## src/rtl/dma_eng_pkg.sv

```systemverilog
package dma_eng_pkg;

    typedef struct packed {
        logic       reload;
        logic       flyby;
        logic [1:0] b_step;
        logic [1:0] a_step;
        logic       b_move;
        logic       a_move;
        logic       wide;
        logic       dir;
    } dma_ctrl_t;

    localparam int CTRL_W = $bits(dma_ctrl_t);

    localparam logic [4:0] OFF_A_CNT  = 5'h00;
    localparam logic [4:0] OFF_A_BASE = 5'h04;
    localparam logic [4:0] OFF_B_CNT  = 5'h08;
    localparam logic [4:0] OFF_B_BASE = 5'h0C;
    localparam logic [4:0] OFF_LEN    = 5'h10;
    localparam logic [4:0] OFF_RELOAD = 5'h14;
    localparam logic [4:0] OFF_CTRL   = 5'h1C;
    localparam logic [4:0] OFF_STAT   = 5'h1E;

    function automatic logic [2:0] step_bytes(input logic [1:0] code);
        case (code)
            2'd0:    step_bytes = 3'd0;
            2'd1:    step_bytes = 3'd1;
            2'd2:    step_bytes = 3'd2;
            default: step_bytes = 3'd4;
        endcase
    endfunction

endpackage

```

## src/rtl/dma_ptr.sv

```systemverilog
module dma_ptr
    import dma_eng_pkg::*;
#(
    parameter int AW = 24
) (
    input  logic          clk,
    input  logic          rst_n,
    input  logic          freeze,
    input  logic          cnt_we,
    input  logic          base_we,
    input  logic [AW-1:0] wdata,
    input  logic          adv,
    input  logic          move_en,
    input  logic [1:0]    step_code,
    input  logic          reload,
    output logic [AW-1:0] cnt,
    output logic [AW-1:0] base
);

    typedef struct packed {
        logic [AW-1:0] cnt;
        logic [AW-1:0] base;
    } ptr_st_t;

    ptr_st_t st_d, st_q;

    always_comb begin
        st_d = st_q;
        if (!freeze) begin
            if (base_we)
                st_d.base = wdata;
            if (cnt_we)
                st_d.cnt = wdata;
            else if (reload)
                st_d.cnt = st_q.base;
            else if (adv && move_en)
                st_d.cnt = st_q.cnt + AW'(step_bytes(step_code));
        end
    end

    always_ff @(posedge clk or negedge rst_n) begin
        if (!rst_n) st_q <= '0;
        else        st_q <= st_d;
    end

    assign cnt  = st_q.cnt;
    assign base = st_q.base;

    assert_flyby_hold_R4: assert property (@(posedge clk) disable iff (!rst_n)
        freeze |=> ($stable(cnt) && $stable(base)));

    assert_write_wins_R12: assert property (@(posedge clk) disable iff (!rst_n)
        (!freeze && cnt_we) |=> (cnt == $past(wdata)));

    assert_idle_hold_R2: assert property (@(posedge clk) disable iff (!rst_n)
        (!cnt_we && !reload && !(adv && move_en)) |=> $stable(cnt));

endmodule

```

## src/rtl/dma_len.sv

```systemverilog
module dma_len #(
    parameter int CW = 16
) (
    input  logic          clk,
    input  logic          rst_n,
    input  logic          cnt_we,
    input  logic          len_we,
    input  logic [CW-1:0] wdata,
    input  logic          adv,
    input  logic          reload_en,
    output logic [CW-1:0] cnt,
    output logic [CW-1:0] len,
    output logic          term
);

    localparam logic [CW-1:0] ONE      = CW'(1);
    localparam logic [CW-1:0] FROM_ZERO = {CW{1'b1}} - ONE;

    typedef struct packed {
        logic [CW-1:0] cnt;
        logic [CW-1:0] len;
    } len_st_t;

    len_st_t st_d, st_q;

    assign term = adv && (st_q.cnt == ONE);

    always_comb begin
        st_d = st_q;
        if (len_we)
            st_d.len = wdata;
        if (cnt_we)
            st_d.cnt = wdata;
        else if (term && reload_en)
            st_d.cnt = st_q.len;
        else if (adv)
            st_d.cnt = (st_q.cnt == '0) ? FROM_ZERO : st_q.cnt - ONE;
    end

    always_ff @(posedge clk or negedge rst_n) begin
        if (!rst_n) st_q <= '0;
        else        st_q <= st_d;
    end

    assign cnt = st_q.cnt;
    assign len = st_q.len;

    assert_zero_is_max_R8: assert property (@(posedge clk) disable iff (!rst_n)
        (adv && !cnt_we && cnt == '0) |=> (cnt == FROM_ZERO));

    assert_count_write_wins_R12: assert property (@(posedge clk) disable iff (!rst_n)
        cnt_we |=> (cnt == $past(wdata)));

endmodule

```

## src/rtl/dma_addr_engine.sv

```systemverilog
module dma_addr_engine
    import dma_eng_pkg::*;
#(
    parameter int ADDR_W = 24,
    parameter int CNT_W  = 16,
    parameter int REG_W  = 32
) (
    input  logic              clk,
    input  logic              rst_n,
    input  logic              reg_wr,
    input  logic [4:0]        reg_addr,
    input  logic [REG_W-1:0]  reg_wdata,
    output logic [REG_W-1:0]  reg_rdata,
    input  logic              xfer_done,
    output logic [ADDR_W-1:0] src_addr,
    output logic [ADDR_W-1:0] dst_addr,
    output logic [CNT_W-1:0]  blk_count,
    output logic              xfer_wide,
    output logic              tc_flag
);

    typedef struct packed {
        dma_ctrl_t ctrl;
        logic      tc;
    } top_st_t;

    top_st_t st_d, st_q;

    logic [ADDR_W-1:0] a_cnt, a_base, b_cnt, b_base;
    logic [CNT_W-1:0]  len_cnt, len_rel;
    logic              term;
    logic              unused_hi;

    assign unused_hi = ^reg_wdata[REG_W-1:ADDR_W];

    logic wr_a_cnt, wr_a_base, wr_b_cnt, wr_b_base, wr_len, wr_rel, wr_ctrl, wr_stat;
    assign wr_a_cnt  = reg_wr && (reg_addr == OFF_A_CNT);
    assign wr_a_base = reg_wr && (reg_addr == OFF_A_BASE);
    assign wr_b_cnt  = reg_wr && (reg_addr == OFF_B_CNT);
    assign wr_b_base = reg_wr && (reg_addr == OFF_B_BASE);
    assign wr_len    = reg_wr && (reg_addr == OFF_LEN);
    assign wr_rel    = reg_wr && (reg_addr == OFF_RELOAD);
    assign wr_ctrl   = reg_wr && (reg_addr == OFF_CTRL);
    assign wr_stat   = reg_wr && (reg_addr == OFF_STAT);

    logic do_reload;
    assign do_reload = term && st_q.ctrl.reload;

    dma_ptr #(.AW(ADDR_W)) u_ptr_a (
        .clk(clk), .rst_n(rst_n), .freeze(1'b0),
        .cnt_we(wr_a_cnt), .base_we(wr_a_base), .wdata(reg_wdata[ADDR_W-1:0]),
        .adv(xfer_done), .move_en(st_q.ctrl.a_move), .step_code(st_q.ctrl.a_step),
        .reload(do_reload), .cnt(a_cnt), .base(a_base)
    );

    dma_ptr #(.AW(ADDR_W)) u_ptr_b (
        .clk(clk), .rst_n(rst_n), .freeze(st_q.ctrl.flyby),
        .cnt_we(wr_b_cnt), .base_we(wr_b_base), .wdata(reg_wdata[ADDR_W-1:0]),
        .adv(xfer_done), .move_en(st_q.ctrl.b_move), .step_code(st_q.ctrl.b_step),
        .reload(do_reload), .cnt(b_cnt), .base(b_base)
    );

    dma_len #(.CW(CNT_W)) u_len (
        .clk(clk), .rst_n(rst_n),
        .cnt_we(wr_len), .len_we(wr_rel), .wdata(reg_wdata[CNT_W-1:0]),
        .adv(xfer_done), .reload_en(st_q.ctrl.reload),
        .cnt(len_cnt), .len(len_rel), .term(term)
    );

    always_comb begin
        st_d = st_q;
        if (wr_ctrl)
            st_d.ctrl = dma_ctrl_t'(reg_wdata[CTRL_W-1:0]);
        if (term)
            st_d.tc = 1'b1;
        else if (wr_stat && reg_wdata[0])
            st_d.tc = 1'b0;
    end

    always_ff @(posedge clk or negedge rst_n) begin
        if (!rst_n) st_q <= '0;
        else        st_q <= st_d;
    end

    always_comb begin
        reg_rdata = '0;
        case (reg_addr)
            OFF_A_CNT:  reg_rdata = REG_W'(a_cnt);
            OFF_A_BASE: reg_rdata = REG_W'(a_base);
            OFF_B_CNT:  reg_rdata = REG_W'(b_cnt);
            OFF_B_BASE: reg_rdata = REG_W'(b_base);
            OFF_LEN:    reg_rdata = REG_W'(len_cnt);
            OFF_RELOAD: reg_rdata = REG_W'(len_rel);
            OFF_CTRL:   reg_rdata = REG_W'(st_q.ctrl);
            OFF_STAT:   reg_rdata = REG_W'(st_q.tc);
            default:    reg_rdata = '0;
        endcase
    end

    assign src_addr  = st_q.ctrl.dir ? b_cnt : a_cnt;
    assign dst_addr  = st_q.ctrl.dir ? a_cnt : b_cnt;
    assign blk_count = len_cnt;
    assign xfer_wide = st_q.ctrl.wide;
    assign tc_flag   = st_q.tc;

    assert_addr_hi_zero_R1: assert property (@(posedge clk) disable iff (!rst_n)
        (reg_addr == OFF_A_CNT || reg_addr == OFF_A_BASE ||
         reg_addr == OFF_B_CNT || reg_addr == OFF_B_BASE)
        |-> (reg_rdata[REG_W-1:ADDR_W] == '0));

    assert_term_sets_flag_R10: assert property (@(posedge clk) disable iff (!rst_n)
        (xfer_done && blk_count == CNT_W'(1)) |=> tc_flag);

    assert_flag_sticky_R10: assert property (@(posedge clk) disable iff (!rst_n)
        (tc_flag && !(reg_wr && reg_addr == OFF_STAT)) |=> tc_flag);

endmodule

```

## config.mk

```make
export PLATFORM = sky130hd
export DESIGN_NAME = dma_addr_engine
export DESIGN_NICKNAME = d
export VERILOG_FILES = /design/src/rtl/dma_eng_pkg.sv /design/src/rtl/dma_ptr.sv /design/src/rtl/dma_len.sv /design/src/rtl/dma_addr_engine.sv
export SDC_FILE = /design/constraint.sdc
export NUM_CORES = 1
export LEC_CHECK = 0
export BUFFER_PORTS_ARGS = -buffer_cell sky130_fd_sc_hd__buf_2
export CORE_ASPECT_RATIO = 1.4
export CORE_MARGIN = 2
export CORE_UTILIZATION = 50
export DETAILED_ROUTE_END_ITERATION = 10
export GPL_TIMING_DRIVEN = 0
export PLACE_DENSITY_LB_ADDON = 0.12
export RECOVER_POWER = 25
export SYNTH_ARGS = -nofsm -noshare
export SYNTH_HDL_FRONTEND = slang
export SYNTH_SLANG_ARGS = --single-unit
```

## constraint.sdc

```tcl
create_clock -name clk -period 4 [get_ports clk]
set_clock_uncertainty 0.1 [all_clocks]
set_input_delay 0.4 -clock clk [delete_from_list [all_inputs] [get_ports clk]]
set_output_delay 0.4 -clock clk [all_outputs]
set_load 0.005 [all_outputs]
```

==> results.json <==
{
  "vias": 8308,
  "antenna_found_initial": 0,
  "final_core_util_pct": 59.4,
  "rows": 58,
  "cp-start-kind": "input pin",
  "gp_congestion": 1.03,
  "drcViolationCount": 0,
  "synth_flop_cell": "dfrtp_1",
  "r2r_setup_slack_ns": 1.01,
  "synth-edff-count": 0,
  "worst_pin_slew_ns": 1.96,
  "clockRootBuffer": "clkbuf_16",
  "synth_top_cell_area_share_pct": 38.3,
  "whs_ns": 0.115,
  "dp_cells": 1314,
  "grt_pass1_vias": 8280,
  "drtIter0Drc": 753,
  "period_minus_slack_ns": 3.10,
  "hold_path_class": "in2reg",
  "hold_viol": 0,
  "vdd_drop_max_v": 0.000379,
  "dieHeight_um": 164,
  "ys_ff_latch": 139,
  "status": "complete, but fails checks",
  "setup.worst_path.class": "in2out",
  "critPathMaxFanout": 10,
  "pwr_density_cell_nw_per_um2": 578,
  "cpPeakStageDelay_ns": 0.66,
  "worst_slew_margin_rel_pct": -30.4,
  "hpwl_um": 23700,
  "viasPerCell": 6.17,
  "clock_latency_ns": 0.44,
  "crit_required_ns": 3.50,
  "setup_violations": 0,
  "drive_gt1_share_pct": 29.8,
  "crit_slowest_cell": "clkbuf_1",
  "cp_common_cell": "buf_2",
  "clk_pin_slew_ns": 0.06,
  "fmaxAchievable_mhz": 322,
  "core_um2": 17900,
  "cts_max_level": 4,
  "cp-end-kind": "primary output",
  "slew_viol_final": 71,
  "wire_per_inst_um": 23.8,
  "io_buffers": 119,
  "crit_chain": "buf_2 > or3_1 > nor3_2 > clkbuf_1 > a22oi_1 > nand3_1 > buf_2",
  "area_growth_syn_to_layout_pct": 17.0,
  "gr-total-overflow": 0,
  "yosysSeqAreaShare_pct": 38.3,
  "finalPower_uw": 6150,
  "fin_crit_sh_pct": 77.5,
  "tns_ns": 0,
  "avgSynthCellArea_um2": 9.60,
  "fin_nets": 1146,
  "die_area_um2": 19300,
  "leakage_uw": 0.00474,
  "worstPathArrival_ns": 2.60,
  "diodes": 0,
  "netlist_instances": 947,
  "grt_use_total_pct": 33.9,
  "synth.most_common_cell": "dfrtp_1",
  "stdcell_count": 1347,
  "pin_count": 139,
  "synthTopCellsByCount": "dfrtp_1 (139), mux2_2 (116), nand2_1 (104)",
  "synth_top_cell_by_area": "dfrtp_1",
  "cts_made_buffers": 17,
  "synth_cell_types": 68,
  "start_util_pct": 50.7,
  "cts_sinks": 139,
  "syn_area_um2": 9090,
  "ant_nets": 0,
  "die_x_um": 118,
  "num-fill-cells": 1643,
  "wirelength_um": 32100,
  "ys_warn_count": 0,
  "grt_max_degree": 72,
  "first_pass_iters": 5,
  "maxCapViolCount": 1,
  "async_flop_share_pct": 100,
  "clk_path_buf_depth": 2,
  "rsz0062_at_grt": "no",
  "grt_pass1_wl_um": 49000,
  "cts_tree": "yes",
  "violations": "max-capacitance violations, max-slew violations",
  "yosys-top-cells-area": "dfrtp_1 (38%), mux2_2 (14%), a22oi_1 (4.3%), nand2_1 (4.3%), xnor2_1 (4.0%)"
}
==> metal layers <==
layer | wire length [um] | GRT usage, % | vias to the layer above
met5 | 0 | 0 | -
li1 | - | - | 3791
met4 | 1410 | 17.4 | 0
met3 | 1930 | 6.25 | 85
met2 | 16500 | 59.6 | 344
met1 | 12200 | 39.5 | 4088
==> registers in the layout (all words and copies together), names as in the netlist <==
register and flops:
st_q 9, tc_flag 1, u_len.cnt 16, u_len.len 16, u_ptr_a.base 24, u_ptr_a.cnt 24
u_ptr_b.base 24, u_ptr_b.cnt 24, xfer_wide 1
==> placed cells by master, fill, tap and decap left out, types with 13 or more instances in the layout <==
master	synthesis	routed
a21oi_1	40	40
nand3_1	46	46
mux2_2	116	116
buf_4	13	13
xnor2_1	42	42
o211ai_1	14	14
nor3b_1	15	15
nand4_1	17	17
o21ai_0	48	48
nor2_1	51	51
clkbuf_16	0	17
o221ai_1	21	21
buf_2	25	140
nand2_1	104	104
dfrtp_1	139	139
a22oi_1	52	52
clkbuf_1	35	38
==> critical path: cells and delay by family <==
family / cells / cell delay [ns]
AND/OR/NAND/NOR: 3 / 1.08
buffers and inverters: 3 / 0.90
AO/OA/AOI/OAI: 1 / 0.20
==> repair_timing <==
action                                 CTS  global route
resized for setup                        0             0
endpoints found under the hold margin   70             0
hold buffers                             1             0
buffers inserted                         0             0
==> cell families after synthesis <==
group           Yosys count  share of synthesized area [%]
other cells               1                         0.0412
compound gates          223                           16.6
fa+ha+maj                11                           1.68
flops                   139                           38.3
buf+inv                  88                           4.97
mux                     126                           15.5
xor+xnor                 51                           4.91
simple gates            308                           18.0
==> where the power goes <==
group / internal (uW) / switching, uW
sequential: 1800 / 593
clock: 953 / 672
combinational: 1070 / 1060
==> worst paths after layout <==
kind                               start               end  cells after the start
max                          reg_addr[2]     reg_rdata[14]                      7
max in group asynchronous          rst_n    u_ptr_a.cnt[9]                      3
min reg2reg                 u_len.len[0]      u_len.len[0]                      1
min                        reg_wdata[23]   u_ptr_a.cnt[23]                      3
max reg2reg                      st_q[7]   u_ptr_b.cnt[22]                      9
min in group asynchronous          rst_n  u_ptr_a.base[23]                      2
==> metrics by stage <==
| stage | area (um2) | worst slack, ns |
|---|---|---|
| 3_5_place_dp | 10000 | 0.941 |
| 6_report | 10600 | 0.899 |
| 2_1_floorplan | 9120 | 1.62 |
| 3_3_place_gp | 10000 | 0.268 |
| 4_1_cts | 10600 | 0.939 |
| 5_1_grt | 10600 | 0.754 |
==> final cells by class <==
type	instances	area (um2)	area share, %
Clock buffer	19	453	4.26
Inverter	6	22.5	0.212
Timing Repair Buffer	121	629	5.92
Buffer	82	429	4.03
Tap cell	240	300	2.82
Sequential cell	139	3480	32.7
Multi-Input combinational cell	727	5190	48.8
Clock inverter	13	139	1.31
Power figures use the tool's default switching activity.
